`src/rtl/itdma_pkg.sv`:
```
package itdma_pkg;
  parameter int DW = 32;
  parameter int QW = 128;
  localparam int WORDS_PER_QW = QW / DW;
  localparam int TAG_WORDS = 64 / DW;

  localparam logic [1:0] SEL_CTRL = 2'd0;
  localparam logic [1:0] SEL_ADDR = 2'd1;
  localparam logic [1:0] SEL_COUNT = 2'd2;
  localparam logic [1:0] SEL_TAGADDR = 2'd3;

  typedef enum logic [2:0] {
    ST_IDLE, ST_DECIDE, ST_WAIT_TAG, ST_TAG_HI, ST_WAIT_QW, ST_QW_FILL, ST_WRITE
  } dmaState_e;

  typedef struct packed {
    logic launch;
    logic tagLo;
    logic tagHi;
    logic dataPop;
    logic qwAccept;
    logic finish;
  } strobe_t;
endpackage

```
`src/rtl/itdma_ctrl.sv`:
```
module itdma_ctrl
  import itdma_pkg::*;
#(
  parameter int LW = 8
) (
  input  logic          clk,
  input  logic          rstN,
  input  logic          regWe,
  input  logic [1:0]    regSel,
  input  logic          startBit,
  input  logic          globalEnable,
  input  logic [LW-1:0] fifoLevel,
  input  logic          memReady,
  input  logic          countZero,
  input  logic          irqArm,
  output strobe_t       s,
  output logic          fifoPop,
  output logic          memValid,
  output logic          donePulse
);
  localparam int IW = $clog2(WORDS_PER_QW);

  dmaState_e state, nextState;
  logic [IW-1:0] wordIdx;
  logic ctrlWrite;

  assign ctrlWrite = regWe && (regSel == SEL_CTRL);

  always_comb begin
    s = '0;
    fifoPop = 1'b0;
    memValid = 1'b0;
    nextState = state;
    case (state)
      ST_DECIDE: begin
        if (!countZero) nextState = ST_WAIT_QW;
        else if (irqArm) begin
          s.finish = 1'b1;
          nextState = ST_IDLE;
        end else nextState = ST_WAIT_TAG;
      end
      ST_WAIT_TAG: if (fifoLevel >= LW'(TAG_WORDS)) begin
        fifoPop = 1'b1;
        s.tagLo = 1'b1;
        nextState = ST_TAG_HI;
      end
      ST_TAG_HI: begin
        fifoPop = 1'b1;
        s.tagHi = 1'b1;
        nextState = ST_DECIDE;
      end
      ST_WAIT_QW: if (fifoLevel >= LW'(WORDS_PER_QW)) begin
        fifoPop = 1'b1;
        s.dataPop = 1'b1;
        nextState = ST_QW_FILL;
      end
      ST_QW_FILL: begin
        fifoPop = 1'b1;
        s.dataPop = 1'b1;
        if (wordIdx == IW'(WORDS_PER_QW - 1)) nextState = ST_WRITE;
      end
      ST_WRITE: begin
        memValid = 1'b1;
        if (memReady) begin
          s.qwAccept = 1'b1;
          nextState = ST_DECIDE;
        end
      end
      default: nextState = state;
    endcase
    if (ctrlWrite) begin
      s.launch = startBit && globalEnable;
      nextState = (startBit && globalEnable) ? ST_DECIDE : ST_IDLE;
    end
  end

  always_ff @(posedge clk) begin
    if (!rstN) begin
      state <= ST_IDLE;
      wordIdx <= '0;
      donePulse <= 1'b0;
    end else begin
      state <= nextState;
      donePulse <= s.finish;
      if (state == ST_WAIT_QW) wordIdx <= IW'(1);
      else if (state == ST_QW_FILL) wordIdx <= wordIdx + 1'b1;
    end
  end


  no_empty_pop_chk: assert property (@(posedge clk) disable iff (!rstN)
    fifoPop |-> fifoLevel != '0);


  done_single_chk: assert property (@(posedge clk) disable iff (!rstN)
    donePulse |=> !donePulse);
endmodule

```
`src/rtl/itdma_dpath.sv`:
```
module itdma_dpath
  import itdma_pkg::*;
#(
  parameter int AW = 31,
  parameter int CW = 16
) (
  input  logic          clk,
  input  logic          rstN,
  input  logic          regWe,
  input  logic [1:0]    regSel,
  input  logic [DW-1:0] regWdata,
  input  logic          globalEnable,
  input  logic [DW-1:0] fifoData,
  input  strobe_t       s,
  output logic [DW-1:0] ctrlReg,
  output logic [AW-1:0] dstAddr,
  output logic [CW-1:0] qwCount,
  output logic [DW-1:0] tagAddr,
  output logic [QW-1:0] qwBuf,
  output logic          irqArm,
  output logic          countZero
);
  localparam int HALF = DW / 2;

  assign countZero = (qwCount == '0);

  always_ff @(posedge clk) begin
    if (!rstN) begin
      ctrlReg <= '0;
      dstAddr <= '0;
      qwCount <= '0;
      tagAddr <= '0;
      qwBuf <= '0;
      irqArm <= 1'b0;
    end else begin
      if (regWe) begin
        case (regSel)
          SEL_CTRL: ctrlReg <= {regWdata[DW-1:1], regWdata[0] & globalEnable};
          SEL_ADDR: dstAddr <= regWdata[AW-1:0];
          SEL_COUNT: qwCount <= regWdata[CW-1:0];
          default: tagAddr <= regWdata;
        endcase
      end
      if (s.tagLo) begin
        qwCount <= fifoData[CW-1:0];
        ctrlReg[DW-1:HALF] <= fifoData[DW-1:HALF];
        tagAddr <= tagAddr + DW'(16);
        irqArm <= ctrlReg[1] & fifoData[DW-1];
      end
      if (s.tagHi) dstAddr <= fifoData[AW-1:0];
      if (s.dataPop) qwBuf <= {fifoData, qwBuf[QW-1:DW]};
      if (s.qwAccept) begin
        qwCount <= qwCount - 1'b1;
        dstAddr <= dstAddr + AW'(16);
      end
      if (s.launch) irqArm <= 1'b0;
      if (s.finish) begin
        ctrlReg[0] <= 1'b0;
        irqArm <= 1'b0;
      end
    end
  end


  count_write_chk: assert property (@(posedge clk) disable iff (!rstN)
    (regWe && regSel == SEL_COUNT && !s.tagLo && !s.qwAccept)
      |=> qwCount == $past(regWdata[CW-1:0]));


  start_gate_chk: assert property (@(posedge clk) disable iff (!rstN)
    (regWe && regSel == SEL_CTRL && !globalEnable) |=> !ctrlReg[0]);


  accept_step_chk: assert property (@(posedge clk) disable iff (!rstN)
    (s.qwAccept && !regWe)
      |=> (qwCount == $past(qwCount) - 1'b1) && (dstAddr == $past(dstAddr) + AW'(16)));
endmodule

```
`src/rtl/inline_tag_dma.sv`:
```
module inline_tag_dma
  import itdma_pkg::*;
#(
  parameter int AW = 31,
  parameter int CW = 16,
  parameter int LW = 8
) (
  input  logic          clk,
  input  logic          rstN,
  input  logic          globalEnable,
  input  logic          regWe,
  input  logic [1:0]    regSel,
  input  logic [31:0]   regWdata,
  output logic [31:0]   ctrlOut,
  output logic [AW-1:0] addrOut,
  output logic [CW-1:0] countOut,
  output logic [31:0]   tagAddrOut,
  input  logic [LW-1:0] fifoLevel,
  input  logic [31:0]   fifoData,
  output logic          fifoPop,
  output logic          memValid,
  input  logic          memReady,
  output logic [AW-1:0] memAddr,
  output logic [127:0]  memData,
  output logic          donePulse
);
  strobe_t s;
  logic irqArm, countZero;

  itdma_ctrl #(.LW(LW)) u_ctrl (
    .clk(clk), .rstN(rstN), .regWe(regWe), .regSel(regSel),
    .startBit(regWdata[0]), .globalEnable(globalEnable),
    .fifoLevel(fifoLevel), .memReady(memReady), .countZero(countZero),
    .irqArm(irqArm), .s(s), .fifoPop(fifoPop), .memValid(memValid),
    .donePulse(donePulse)
  );

  itdma_dpath #(.AW(AW), .CW(CW)) u_dpath (
    .clk(clk), .rstN(rstN), .regWe(regWe), .regSel(regSel),
    .regWdata(regWdata), .globalEnable(globalEnable), .fifoData(fifoData),
    .s(s), .ctrlReg(ctrlOut), .dstAddr(addrOut), .qwCount(countOut),
    .tagAddr(tagAddrOut), .qwBuf(memData), .irqArm(irqArm),
    .countZero(countZero)
  );

  assign memAddr = addrOut;


  write_hold_chk: assert property (@(posedge clk) disable iff (!rstN)
    (memValid && !memReady && !regWe)
      |=> memValid && $stable(memAddr) && $stable(memData));
endmodule

```
`config.mk`:
```
export PLATFORM = sky130hd
export DESIGN_NAME = inline_tag_dma
export DESIGN_NICKNAME = d
export VERILOG_FILES = /design/src/rtl/itdma_pkg.sv /design/src/rtl/itdma_ctrl.sv /design/src/rtl/itdma_dpath.sv /design/src/rtl/inline_tag_dma.sv
export SDC_FILE = /design/constraint.sdc
export NUM_CORES = 1
export LEC_CHECK = 0
export BUFFER_PORTS_ARGS = -buffer_cell sky130_fd_sc_hd__buf_2
export CORE_ASPECT_RATIO = 2
export CORE_MARGIN = 2
export CORE_UTILIZATION = 35
export CTS_CLUSTER_SIZE = 30
export DETAILED_ROUTE_END_ITERATION = 10
export GPL_ROUTABILITY_DRIVEN = 1
export GPL_TIMING_DRIVEN = 0
export HOLD_SLACK_MARGIN = 0.12
export SYNTH_ARGS = -nofsm -noshare
export SYNTH_HDL_FRONTEND = slang
export SYNTH_SLANG_ARGS = --single-unit
```
`constraint.sdc`:
```
create_clock -name clk -period 2.43 [get_ports clk]
set_input_delay 0.1215 -clock clk [delete_from_list [all_inputs] [get_ports clk]]
set_output_delay 0.1215 -clock clk [all_outputs]
set_load 0.05 [all_outputs]
```
Word level (Yosys, flattened, before mapping)
Cells that the tools add are included.
{"block": "totals", "reg_bits": 246, "inputBits": 79, "elab_cells": 96}
{"block": "op_classes", "addsub": 4, "n_lt_le_gt_ge": 2, "eq_ne": 14, "muxes": 38, "bitwise": 3, "n_reduce_logical": 23}
{"cell": "32-bit 2-to-1 mux", "n": 5}
{"cell": "31-bit 2-to-1 mux", "n": 4}
{"cell": "16-bit 2-to-1 mux", "n": 5}
{"cell": "32-bit by 5-bit adder with 32-bit output (second input constant)", "n": 1}
{"cell": "31-bit by 5-bit adder with 31-bit output (second input constant)", "n": 1}
{"cell": "3-bit 2-to-1 mux", "n": 6}
{"cell": "3-bit one-hot mux with 6 select lines", "n": 1}
{"cell": "16-bit logical NOT", "n": 1}
{"cell": "16-bit by 1-bit subtractor with 16-bit output (second input constant)", "n": 1}
{"cell": "1-bit 2-to-1 mux", "n": 14}
{"cell": "3-bit nonzero test", "n": 4}
{"cell": "2-bit AND reduction", "n": 5}
{"cell": "3-bit equality test (second input constant)", "n": 3}
{"cell": "3-bit by 1-bit inequality test with 1-bit output (second input constant)", "n": 3}
{"cell": "8-bit by 2-bit greater-or-equal comparator with 1-bit output (second input constant)", "n": 1}
{"cell": "8-bit by 3-bit greater-or-equal comparator with 1-bit output (second input constant)", "n": 1}
{"cell": "7-bit nonzero test", "n": 1}
{"cell": "3-bit by 2-bit equality test with 1-bit output (second input constant)", "n": 2}
{"cell": "2-bit nonzero test", "n": 3}
{"cell": "2-bit OR reduction", "n": 3}
{"cell": "3-bit OR reduction", "n": 2}
{"cell": "5-bit AND reduction", "n": 1}
{"cell": "2-bit equality test (second input constant)", "n": 2}
{"cell": "3-bit by 1-bit equality test with 1-bit output (second input constant)", "n": 1}
{"cell": "other kinds (11)", "n": 13}

Longest topological paths before layout
Gate-level depths: netlist of run 1.
{"block": "depth", "ltp_word": 5, "depth_mapped": 9, "mapped_depth_nobuf": 7}

Modules after synthesis
A second synthesis of run 1 with hierarchy kept.
{"block": "hier_totals", "cells_unflattened": 1329, "hier_area_um2": 11479.8}
{"mod": "itdma_dpath", "instances": 1, "cells_each": 1229, "area_each_um2": 10735.3, "seq_area_each_um2": 4804.6}
{"mod": "itdma_ctrl", "instances": 1, "cells_each": 69, "area_each_um2": 511.7, "seq_area_each_um2": 120.1}
{"mod": "inline_tag_dma", "instances": 1, "cells_each": 31, "area_each_um2": 232.7, "seq_area_each_um2": 0.0}

Least setup slack after synthesis of run 1
Ideal clock, no wire load.
{"block": "synth_path", "path_type": "flip-flop to flip-flop", "start": "reg u_dpath.dstAddr[4]", "end": "reg u_dpath.dstAddr[30]", "setup_time_ns": 0.124, "arrival_time_ns": 2.152, "slack_ns": 0.154, "stages_incl_launch_ff": 8, "path_buffers": 1, "path_cell_list": "dfxtp_1 ha_1 nand3_1 or2_2 clkbuf_1 nor4_1 xnor2_1 o22ai_1"}
{"block": "synth_between", "elab_chain_len": 2}
{"item": "start, declared", "line": "itdma_dpath.sv:16", "source": "output logic [AW-1:0] dstAddr,"}
{"item": "start signal, assigned", "line": "itdma_dpath.sv:39", "source": "SEL_ADDR: dstAddr <= regWdata[AW-1:0];"}
{"item": "start signal, assigned", "line": "itdma_dpath.sv:50", "source": "if (s.tagHi) dstAddr <= fifoData[AW-1:0];"}
{"item": "start signal, assigned", "line": "itdma_dpath.sv:54", "source": "dstAddr <= dstAddr + AW'(16);"}
{"item": "31-bit by 5-bit adder with 31-bit output", "line": "itdma_dpath.sv:54"}
{"item": "31-bit 2-to-1 mux", "line": "itdma_dpath.sv:52", "source": "if (s.qwAccept) begin"}
Every way passes these cells.
A chain may end at the register's enable or synchronous reset.

Final worst setup path of run 1
{"block": "layout_path", "start": "reg u_dpath.qwCount[0]", "end": "reg u_dpath.qwCount[12]"}
{"block": "layout_between", "elab_chain_len": 2}
{"item": "start, declared", "line": "itdma_dpath.sv:17", "source": "output logic [CW-1:0] qwCount,"}
{"item": "start signal, assigned", "line": "itdma_dpath.sv:40", "source": "SEL_COUNT: qwCount <= regWdata[CW-1:0];"}
{"item": "start signal, assigned", "line": "itdma_dpath.sv:45", "source": "qwCount <= fifoData[CW-1:0];"}
{"item": "start signal, assigned", "line": "itdma_dpath.sv:53", "source": "qwCount <= qwCount - 1'b1;"}
{"item": "16-bit by 1-bit subtractor with 16-bit output", "line": "itdma_dpath.sv:53"}
{"item": "16-bit 2-to-1 mux", "line": "itdma_dpath.sv:52"}
Every way passes these cells.

==> metrics.md, run 1 <==
| Metric | Value |
|---|---|
| Status | finished clean |
| Vertical die dimension | between 200 and 300 um |
| Hold Fails Final Rpt | 0 |
| Total cell area at the placement stage | around 0.014 mm2 |
| Data required time of the critical path | about 2.9 ns |
| Placer Congestion | 0.957 |
| Number of DRC violations after detailed-routing iteration 0 | ~850 |
| Tightest slew margin relative to the limit | 0.266 |
| Synth Area in Adders | 0.00656 |
| HPWL after detailed placement | about 42000 um |
| Final Core Density | 0.477 |
| Fin Hold WS | between 0.15 and 0.2 ns |
| Fraction of synthesized cell area in xor and xnor cells | 0.00765 |
| Fmax achieved | 422 MHz |
| Htree depth | 1 |
| Num Clock Sinks | 246 |
| Fin Setup TNS | 0 ns |
| Wirelength, routed | approximately 54000 um |
| Top Ports | 352 |
| Final critical-path share of the clock period | 0.976 |
| Largest family of logic cells by synthesized area | simple AND/OR/NAND/NOR gates |
| Synthesized flop and latch total | 246 |
| Worst Skew | 0.0163 ns |
| EDFF count, synth | 0 |
| Layout Cell Area excl Fill | 0.0154 mm2 |
| Fraction of the yosys area taken by sequential cells | 0.430 |
| Area of the mapped netlist | 0.0114 mm2 |
| Final standard cell count with taps included and fillers excluded | 2406 |
| Ranking of synthesized cells by area | sky130_fd_sc_hd__dfxtp_1, sky130_fd_sc_hd__nand2_1, sky130_fd_sc_hd__a21oi_1 |
| Longest Clk Path Bufs | 3 |
| Worst min-delay path class | in -> reg |
| Max rail drop VDD | roughly 0.54 mV |
| Pin count of the biggest net entering global routing | 16 |
| Net count of the mapped netlist | 1602 |
| Count of input and output buffers | approximately 350 |
| Final count of pins violating max slew | 0 |
| Number of setup violations in the final report | 0 |
| WHS Path Cells | 4 |
| TritonCTS buffer count | 23 |
| Later-pin clock latency in the skew report | approximately 0.56 ns |
| Vias in the first global route | between 10000 and 15000 |
| Post-Synth Simple-Gate Area | 0.271 |
| Number of distinct standard cells referenced by the synthesized netlist | 77 |
| Number of max-cap violations | 0 |
| Worst setup path class | reg -> reg |
| Asr flop ratio synth | 0 |
| CP Launch Type | register |
| Root Driver | sky130_fd_sc_hd__clkbuf_16 |
| Layout Nets | around 2000 |
| Inserted Diodes | 0 |
| Worst setup EP type | register |
| Slew at the pin closest to its max-slew limit | between 1 and 1.5 ns |
| Antenna viol nets, final | 0 |
| Detail-routed via count per cell | 5.51 |
| Signed area change from the synthesized netlist to the final layout | 34.4% |
| Power density relative to cell area | ~820 mW/mm2 |
| Standard cell core area | 0.0322 mm2 |
| Fraction of layout instances using a drive strength above 1 | 0.265 |
| Mux cell area share after synthesis | 0.0115 |
| TritonCTS clock tree | done |
| Mean Syn Cell Area | 7.55 um2 |
| Overflow left after global routing | 0 |
| Series of cell instances along the critical path | inv_1 > ha_1 > or3b_2 > nor4_1 > xor2_1 > nor2_1 > a311oi_2 |
| DRC errors left | 0 |
| Total number of vias | 13300 |
| Average routed wire per standard cell | 22.3 um |
| Maximum fanout count along the critical path | 6 |
| Total die area | 0.0343 mm2 |
| Critical path data arrival time | between 2 and 3 ns |
| Placed Cells incl. Taps | 2292 |
| Synth area leader | sky130_fd_sc_hd__dfxtp_1 |
| Antenna violations before repair | 0 |
| Number of standard cells after synthesis | approximately 1500 |
| Prevailing post-synth register cell | sky130_fd_sc_hd__dfxtp_1 |
| First-pass GRT wire length | 78700 um |
| Cell with the biggest individual delay on the critical path | sky130_fd_sc_hd__or3b_2 |
| Fraction of the mapped netlist area in compound gates | 0.209 |
| Static leakage power | 6.54 nW |
| Clock period minus final worst setup slack | 2.37 ns |
| Initial Utilization | 0.355 |
| Site row count | 93 |
| Clock slew at reported path FFs | 0.08 ns |
| Area fraction of the dominant cell type after synthesis | 0.430 |
| DRT Pass-1 Iters | 5 |
| Chip width | roughly 130 um |
| GRT Total Usage | 0.301 |
| Number of cells traversed by the worst register-to-register path | 7 |
| Synth warn | 0 |
| Maximum single-stage delay on the critical path | ~0.52 ns |
what timing repair did:
action / in CTS / in global routing
buffers inserted: 0 / 5
endpoints found under the hold margin: 117 / 0
gates resized for setup: 10 / 47
pin swaps: 1 / 2
endpoints found under the setup margin: 136 / 129
hold buffers: 69 / 0
synthesized netlist by cell type (3+ instances only):
cell / count
sky130_fd_sc_hd__nand2_1: 452
sky130_fd_sc_hd__dfxtp_1: 246
sky130_fd_sc_hd__a21oi_1: 226
sky130_fd_sc_hd__clkbuf_1: 71
sky130_fd_sc_hd__nor2_1: 69
sky130_fd_sc_hd__nand3_1: 42
sky130_fd_sc_hd__o21ai_0: 39
sky130_fd_sc_hd__buf_2: 33
sky130_fd_sc_hd__buf_4: 33
sky130_fd_sc_hd__a311oi_1: 25
sky130_fd_sc_hd__nor3_1: 24
sky130_fd_sc_hd__a31oi_1: 19
sky130_fd_sc_hd__and3_1: 18
sky130_fd_sc_hd__nand4_1: 16
sky130_fd_sc_hd__nor4_1: 13
sky130_fd_sc_hd__o21a_1: 13
sky130_fd_sc_hd__mux2i_1: 12
sky130_fd_sc_hd__a211oi_1: 10
sky130_fd_sc_hd__o211ai_1: 10
sky130_fd_sc_hd__o22ai_1: 10
sky130_fd_sc_hd__inv_1: 9
sky130_fd_sc_hd__o31a_1: 7
sky130_fd_sc_hd__and4_1: 6
sky130_fd_sc_hd__ha_1: 6
sky130_fd_sc_hd__xor2_1: 6
sky130_fd_sc_hd__a31o_2: 5
sky130_fd_sc_hd__and2_1: 5
sky130_fd_sc_hd__nor3_2: 5
sky130_fd_sc_hd__nor3b_1: 5
sky130_fd_sc_hd__or2_2: 5
sky130_fd_sc_hd__nor2b_1: 4
sky130_fd_sc_hd__xnor2_1: 4
sky130_fd_sc_hd__a2bb2oi_1: 3
sky130_fd_sc_hd__buf_1: 3
sky130_fd_sc_hd__nand2b_1: 3
sky130_fd_sc_hd__nand3b_1: 3
sky130_fd_sc_hd__nor4_4: 3
sky130_fd_sc_hd__o31ai_1: 3
sky130_fd_sc_hd__o32a_1: 3
sky130_fd_sc_hd__or3_1: 3
state kept, by name (all words and copies together), names as in the netlist:
signal	cells
u_dpath.irqArm	1
u_dpath.tagAddr	32
u_dpath.qwCount	16
u_dpath.qwBuf	128
u_dpath.dstAddr	31
u_ctrl.donePulse	1
u_dpath.ctrlReg	32
u_ctrl.state	3
u_ctrl.wordIdx	2
kinds of logic (layout without fill, tap and decap cells):
family	Yosys count	after routing
flip-flops	246	246
AND/OR/NAND/NOR	693	693
adder cells (fa/ha/maj)	6	6
multiplexers	13	13
buffers and inverters	152	614
XOR/XNOR	10	10
AO/OA/AOI/OAI	397	397
worst paths after layout:
path | startpoint | end | slack [ns]
max | u_dpath.qwCount[0] | u_dpath.qwCount[12] | 0.06
min reg2reg | u_dpath.qwBuf[17] | u_dpath.qwBuf[17] | 0.45
min | regWe | u_dpath.ctrlReg[31] | 0.16
max reg2reg | u_dpath.qwCount[0] | u_dpath.qwCount[12] | 0.06
per-layer routing:
layer / track usage / share of wire / vias up
li1: - / - / 6141
met1: 0.283 / 0.33 / 6249
met2: 0.575 / 0.52 / 653
met3: 0.0402 / 0.055 / 211
met4: 0.242 / 0.093 / 0
met5: 0 / 0 / -
cell type report:
type / count / area [um2]
Fill cell: 3348 / 16800
Multi-Input combinational cell: 1119 / 5840
Sequential cell: 246 / 4930
Timing Repair Buffer: 422 / 2470
Buffer: 141 / 736
Clock buffer: 28 / 644
Tap cell: 427 / 534
Clock inverter: 13 / 198
Inverter: 10 / 37.5
power breakdown:
part / switching, mW / internal (mW)
Clock: 1.74 / 2.42
Sequential: 0.377 / 4.30
Combinational: 2.73 / 1.09
Total: 4.84 / 7.81
cells in the final DEF (no fill, tap or decap), types with 6 or more instances in the layout:
cell type and instances:
sky130_fd_sc_hd__nor4_1 12, sky130_fd_sc_hd__ha_1 6, sky130_fd_sc_hd__o31a_1 7, sky130_fd_sc_hd__dfxtp_1 244, sky130_fd_sc_hd__buf_4 39, sky130_fd_sc_hd__clkbuf_2 16
sky130_fd_sc_hd__a311oi_1 25, sky130_fd_sc_hd__clkbuf_1 51, sky130_fd_sc_hd__nand4_1 16, sky130_fd_sc_hd__clkinv_2 6, sky130_fd_sc_hd__a211oi_1 10, sky130_fd_sc_hd__inv_1 9
sky130_fd_sc_hd__nor3_1 24, sky130_fd_sc_hd__nand2_1 451, sky130_fd_sc_hd__and4_1 6, sky130_fd_sc_hd__o22ai_1 10, sky130_fd_sc_hd__o21ai_0 39, sky130_fd_sc_hd__a21oi_1 223
sky130_fd_sc_hd__mux2i_1 12, sky130_fd_sc_hd__xor2_1 6, sky130_fd_sc_hd__buf_2 382, sky130_fd_sc_hd__nand3_1 41, sky130_fd_sc_hd__dlygate4sd3_1 69, sky130_fd_sc_hd__a31oi_1 19
sky130_fd_sc_hd__o211ai_1 10, sky130_fd_sc_hd__and3_1 18, sky130_fd_sc_hd__clkbuf_16 23, sky130_fd_sc_hd__nor2_1 69, sky130_fd_sc_hd__o21a_1 13
critical path: cells and delay by family, from the launching register on:
kind / cells / cell delay (ns)
flops: 1 / 0.43
fa+ha+maj: 1 / 0.21
compound gates: 1 / 0.23
xor+xnor: 1 / 0.21
simple gates: 3 / 1.07
buf+inv: 1 / 0.14
metrics by stage:
stage	setup slack [ns]	power, mW
CTS	0.0151	12.6
detailed placement	-0.322	8.37
floorplan	0.154	7.16
global route	-0.00724	13.0
global placement	-0.255	8.35
finish	0.0584	12.7
No activity file was read; power rests on OpenSTA's default activity.
==> inputs of run 2 (changes only) <==
--- a/config.mk
+++ b/config.mk
@@ -5,7 +5,7 @@
 export SDC_FILE = /design/constraint.sdc
 export NUM_CORES = 1
 export LEC_CHECK = 0
-export BUFFER_PORTS_ARGS = -buffer_cell sky130_fd_sc_hd__buf_2
+export BUFFER_PORTS_ARGS = -buffer_cell sky130_fd_sc_hd__clkbuf_2
 export CORE_ASPECT_RATIO = 2
 export CORE_MARGIN = 2
 export CORE_UTILIZATION = 35
==> metrics.md, run 2 (synthesis gave the netlist of run 1 again) <==
| Metric | Value |
|---|---|
| TritonCTS buffer count | 24 |
| Max rail drop VDD | 0.497 mV |
| Final critical-path share of the clock period | 0.994 |
| Initial Utilization | 0.355 |
| Overflow left after global routing | 0 |
| Final standard cell count with taps included and fillers excluded | approximately 2400 |
| Area occupied by multi-input gates | 0.00581 mm2 |
| Fin Setup TNS | 0 ns |
| Final Core Density | 0.473 |
| Tightest slew margin relative to the limit | 0.342 |
| Top Ports | 352 |
| Static leakage power | between 6 and 7 nW |
| Wirelength, routed | 53300 um |
| Worst Skew | between 0.02 and 0.03 ns |
| Num Clock Sinks | 246 |
| Signed area change from the synthesized netlist to the final layout | 33.1% |
| Number of max-cap violations | 0 |
| Inserted Diodes | 0 |
| Layout Nets | 2046 |
| Leading cell types in the layout, fill and taps excluded | sky130_fd_sc_hd__nand2_1, sky130_fd_sc_hd__clkbuf_2, sky130_fd_sc_hd__dfxtp_1 |
| Max reg flops | 128 |
| Switching power as a share of total power | 0.395 |
| Placer Congestion | 0.958 |
| TritonCTS clock tree | done |
| GRT Total Usage | 0.298 |
| Detail-routed via count per cell | about 5.5 |
| Total cell area at the placement stage | 0.0137 mm2 |
| Layout Cell Area excl Fill | 0.0152 mm2 |
| Met1 Resource Use GR | 0.281 |
| Fmax achieved | 414 MHz |
| Comb pwr share | 0.311 |
| Antenna viol nets, final | 0 |
| Clock period minus final worst setup slack | between 2 and 2.5 ns |
| Fraction of layout instances using a drive strength above 1 | 0.259 |
| Longest Clk Path Bufs | 3 |
| Met3 Usage GRT | 0.0419 |
| Root Driver | sky130_fd_sc_hd__clkbuf_16 |
| Pre-CTS setup slack | -0.356 ns |
| Number of setup violations in the final report | 0 |
| Site row count | between 90 and 100 |
| CP Launch Type | register |
| Status | finished clean |
| Htree depth | 1 |
| Fin Hold WS | roughly 0.16 ns |
| Later-pin clock latency in the skew report | 0.56 ns |
| Number of fill cells in the layout | 3289 |
| Pin count of the biggest net entering global routing | 16 |
| Vias in the first global route | 12800 |
| Sequential cell area | 0.00493 mm2 |
| Count of input and output buffers | 348 |
| Number of DRC violations after detailed-routing iteration 0 | between 900 and 1000 |
| Internal power component | 7.39 mW |
| Maximum fanout count along the critical path | 10 |
| Post-layout power | 12.2 mW |
| Switching power total | 4.82 mW |
| Final count of pins violating max slew | 0 |
| Clock slew at reported path FFs | 0.07 ns |
| First-pass GRT wire length | 77500 um |
| Total die area | 0.0343 mm2 |
| Proportion of power drawn by the clock network | 0.306 |
| Register bank with the most flops | u_dpath.qwBuf |
| Hold Fails Final Rpt | 0 |
| Worst setup path class | reg -> reg |
| DRC errors left | 0 |
| Antenna violations before repair | 0 |
| Vertical die dimension | about 260 um |
| Sequential share of power | 0.383 |
| Placed Cells incl. Taps | 2292 |
| Worst min-delay path class | in -> reg |
| Met2 Resource Use GR | 0.565 |
| Standard cell core area | 0.0322 mm2 |
| Total number of vias | 13200 |
| Most common library cell in the layout ignoring fill and taps | sky130_fd_sc_hd__nand2_1 |
| Critical path data arrival time | 2.83 ns |
| Chip width | roughly 130 um |
| Largest regs | u_dpath.qwBuf: 128 flops, u_dpath.ctrlReg: 32 flops, u_dpath.tagAddr: 32 flops |
| Power density relative to cell area | around 800 mW/mm2 |
| Worst setup EP type | register |
| PnR worst setup slack | 0.0142 ns |
| Highest-utilization routing layer at the global route stage | met2 |
| DRT Pass-1 Iters | 6 |
| Average routed wire per standard cell | 22.2 um |
| HPWL after detailed placement | 42100 um |
| Data required time of the critical path | 2.85 ns |
| Slew at the pin closest to its max-slew limit | 0.988 ns |
-- run 2: cell types whose count changed in the layout (fill, tap and decap cells not counted), sizes merged --
| cell | before | now |
|---|---|---|
| clkbuf | 100 | 453 |
| buf | 422 | 70 |
| bufinv | 5 | 1 |
| clkinv | 7 | 5 |
| clkinvlp | 0 | 2 |
| dlygate4sd3 | 69 | 68 |
-- run 2: final cells by class --
cell class,count,share of cell area
plain buffers,142,0.0485
clock buffers,31,0.0431
repair buffers,418,0.160
flip-flops and latches,246,0.323
well taps,427,0.0351
multi-input cells,1119,0.381
clock inverters,9,0.00608
inverters,10,0.00246
-- run 2: path summary, 6_finish.rpt --
path	startpoint	to	slack, ns	cells past startpoint
max	u_ctrl.state[0]	u_dpath.dstAddr[16]	0.01	5
min	regWe	u_dpath.ctrlReg[31]	0.16	4
max reg2reg	u_ctrl.state[0]	u_dpath.dstAddr[16]	0.01	5
min reg2reg	u_dpath.qwBuf[17]	u_dpath.qwBuf[17]	0.46	2
-- run 2: layer usage --
| layer | part of all wire | vias up |
|---|---|---|
| met2 | 0.53 | 701 |
| met3 | 0.064 | 219 |
| met5 | 0 | - |
| li1 | - | 6136 |
| met1 | 0.32 | 6179 |
| met4 | 0.089 | 0 |
-- run 2: timing repair --
action | in CTS | in global routing
hold endpoints to repair | 113 | 0
buffers inserted | 2 | 0
gates cloned | 0 | 0
endpoints found under the setup margin | 143 | 110
resized for setup | 12 | 36
hold buffers | 68 | 0
pin swaps | 1 | 0
-- run 2: worst max-delay path, cell delays in order (launching register included) --
cell and delay [ns]:
sky130_fd_sc_hd__dfxtp_1 0.30, sky130_fd_sc_hd__buf_2 0.18, sky130_fd_sc_hd__nand4b_2 0.52, sky130_fd_sc_hd__nor4_2 0.74, sky130_fd_sc_hd__a211oi_1 0.16, sky130_fd_sc_hd__a311oi_1 0.36
-- run 2: power by group through the flow --
stage | clock network, mW | logic [mW] | registers, mW
floorplan | 0 | 1.70 | 5.46
global placement | 0 | 3.60 | 4.75
detailed placement | 0 | 3.63 | 4.76
CTS | 3.78 | 3.75 | 4.67
global route | 3.91 | 3.99 | 4.70
finish | 3.73 | 3.80 | 4.68
==> inputs of run 3 (changes only) <==
--- a/config.mk
+++ b/config.mk
@@ -14,6 +14,7 @@
 export GPL_ROUTABILITY_DRIVEN = 1
 export GPL_TIMING_DRIVEN = 0
 export HOLD_SLACK_MARGIN = 0.12
+export PLACE_DENSITY_LB_ADDON = 0.15
 export SYNTH_ARGS = -nofsm -noshare
 export SYNTH_HDL_FRONTEND = slang
 export SYNTH_SLANG_ARGS = --single-unit
==> metrics.md, run 3 (synthesis gave the netlist of run 1 again) <==
| Metric | Value |
|---|---|
| Status | complete, but fails checks |
| Violated checks | setup timing |
| Maximum fanout count along the critical path | 6 |
| Cell with the biggest individual delay on the critical path | sky130_fd_sc_hd__nor4b_1 |
| TritonCTS clock tree | done |
| Htree depth | 1 |
| Vias in the first global route | 12600 |
| Worst min-delay path class | in -> reg |
| DRC errors left | 0 |
| Critical Path Stages | 6 |
| Endpoint of the lowest-slack register-to-register path | u_ctrl.state[1] |
| Initial Utilization | 0.355 |
| Series of cell instances along the critical path | inv_1 > ha_1 > nor4b_1 > nand4b_1 > and4_4 > nor3_2 |
| PnR worst setup slack | -0.0553 ns |
| Most common library cell in the layout ignoring fill and taps | sky130_fd_sc_hd__nand2_1 |
| Sequential share of power | 0.374 |
| Data required time of the critical path | between 2 and 3 ns |
| HPWL after detailed placement | about 42000 um |
| Crit. Startpoint | u_dpath.qwCount[0] |
| Worst path bufs/invs | 1 |
| Chip width | 132 um |
| Later-pin clock latency in the skew report | ~0.55 ns |
| Largest regs | u_dpath.qwBuf: 128 flops, u_dpath.ctrlReg: 32 flops, u_dpath.tagAddr: 32 flops |
| Standard cell core area | 0.0322 mm2 |
| Reg-to-reg slack, setup | -0.06 ns |
| Fraction of layout instances using a drive strength above 1 | 0.263 |
| Switching power as a share of total power | 0.387 |
| Site row count | 93 |
| Power density relative to cell area | 812 mW/mm2 |
| Worst setup EP type | register |
| Antenna viol nets, final | 0 |
| TritonCTS buffer count | 24 |
| Detail-routed via count per cell | 5.47 |
| Final critical-path share of the clock period | 1.02 |
| Number of max-cap violations | 0 |
| Internal power component | 7.65 mW |
| Final Core Density | 0.476 |
| Signed area change from the synthesized netlist to the final layout | 34.1% |
| Number of DRC violations after detailed-routing iteration 0 | 941 |
| Hold Fails Final Rpt | 0 |
| Top Ports | 352 |
| Layout Nets | 2050 |
| Start of the worst register-to-register path | u_dpath.qwCount[0] |
| Overflow left after global routing | 0 |
| Proportion of power drawn by the clock network | 0.319 |
| DRT Pass-1 Iters | 5 |
| Post-layout power | ~12 mW |
| Maximum single-stage delay on the critical path | 1.10 ns |
| Worst setup path class | reg -> reg |
| Clock slew at reported path FFs | approximately 0.070 ns |
| Slew at the pin closest to its max-slew limit | 1.41 ns |
| Switching power total | between 4 and 5 mW |
| Largest delay contributor family on the critical path | simple AND/OR/NAND/NOR gates |
| Tightest slew margin relative to the limit | 0.0490 |
| First-pass GRT wire length | 78000 um |
| Total number of vias | between 10000 and 15000 |
| Inserted Diodes | 0 |
| Fin Setup TNS | -0.109 ns |
| Max reg flops | roughly 130 |
| CP Launch Type | register |
| Leading cell types in the layout, fill and taps excluded | sky130_fd_sc_hd__nand2_1, sky130_fd_sc_hd__clkbuf_2, sky130_fd_sc_hd__dfxtp_1 |
| Comb pwr share | 0.307 |
| Average routed wire per standard cell | 22.3 um |
| Static leakage power | around 6.3 nW |
| Critical path data arrival time | between 2 and 3 ns |
| Count of input and output buffers | 348 |
| Capturing element of the worst setup path | u_ctrl.state[1] |
| Final count of pins violating max slew | 0 |
| Root Driver | sky130_fd_sc_hd__clkbuf_16 |
| Number of setup violations in the final report | 2 |
| Total die area | approximately 0.034 mm2 |
| Number of cells traversed by the worst register-to-register path | 6 |
| Num Clock Sinks | approximately 250 |
| Vertical die dimension | 260 um |
| Placer Congestion | 0.959 |
| GRT Total Usage | 0.301 |
| Pin count of the biggest net entering global routing | 15 |
| Max rail drop VDD | 0.546 mV |
| Worst Skew | 0.0222 ns |
| Longest Clk Path Bufs | 3 |
| RSZ-0062 raised after global routing | true |
| Antenna violations before repair | 0 |
| Fmax achieved | slightly above 400 MHz |
| Wirelength, routed | about 54000 um |
| Clock period minus final worst setup slack | 2.49 ns |
| Register bank with the most flops | u_dpath.qwBuf |
[run 3: metal layers]
| layer | vias up | share of wire | global-route usage |
|---|---|---|---|
| met5 | - | 0 | 0 |
| met3 | 182 | 0.059 | 0.0388 |
| met2 | 656 | 0.54 | 0.580 |
| met4 | 0 | 0.081 | 0.221 |
| met1 | 6186 | 0.32 | 0.287 |
| li1 | 6138 | - | - |
[run 3: how the worst min path moves through the flow]
stage / to / from / slack (ns) / depth (start not counted)
5_1_grt: u_dpath.ctrlReg[31] / regWe / 0.22 / 4
6_report: u_dpath.ctrlReg[31] / regWe / 0.16 / 4
3_3_place_gp: u_dpath.qwBuf[109] / fifoData[13] / 0.42 / 3
2_1_floorplan: u_dpath.tagAddr[7] / regWdata[7] / 0.26 / 2
3_5_place_dp: u_dpath.qwBuf[105] / fifoData[9] / 0.42 / 3
4_1_cts: u_dpath.ctrlReg[31] / regWe / 0.13 / 4
[run 3: worst min-delay path, stage by stage]
cell and delay, ns:
sky130_fd_sc_hd__clkbuf_2 0.13, sky130_fd_sc_hd__nor3b_2 0.24, sky130_fd_sc_hd__nand2_1 0.09, sky130_fd_sc_hd__a311oi_1 0.08
[run 3: metrics by stage]
| stage | hold slack, ns | instance area [um2] | std cells | setup WS, ns |
|---|---|---|---|---|
| floorplan | 0.257 | 11400 | 1517 | 0.154 |
| global placement | 0.421 | 13700 | 2292 | -0.346 |
| detailed placement | 0.421 | 13700 | 2292 | -0.372 |
| CTS | 0.129 | 15300 | 2405 | 0.00747 |
| global route | 0.218 | 15300 | 2407 | -0.0453 |
| finish | 0.155 | 15300 | 2407 | -0.0553 |
[run 3: layout make-up]
class,count,area (um2)
Inverter,10,37.5
Multi-Input combinational cell,1119,5830
Fill cell,3426,16900
Sequential cell,246,4930
Timing Repair Buffer,422,2470
Buffer,142,742
Clock inverter,6,82.6
Tap cell,427,534
Clock buffer,35,723
[run 3: timing repair]
item                                    CTS  global route
hold endpoints to repair                123             0
endpoints found under the setup margin  138           101
gates cloned                              0             0
hold buffers                             68             0
pin swaps                                 1             1
setup buffers                             4             2
resized for setup                        15            45
[run 3: power by group through the flow]
stage,clock (mW),sequential (mW),combinational [mW]
floorplan,0,5.46,1.70
global placement,0,4.74,3.63
detailed placement,0,4.74,3.65
CTS,4.03,4.66,3.78
global route,4.17,4.68,4.02
finish,3.97,4.67,3.82
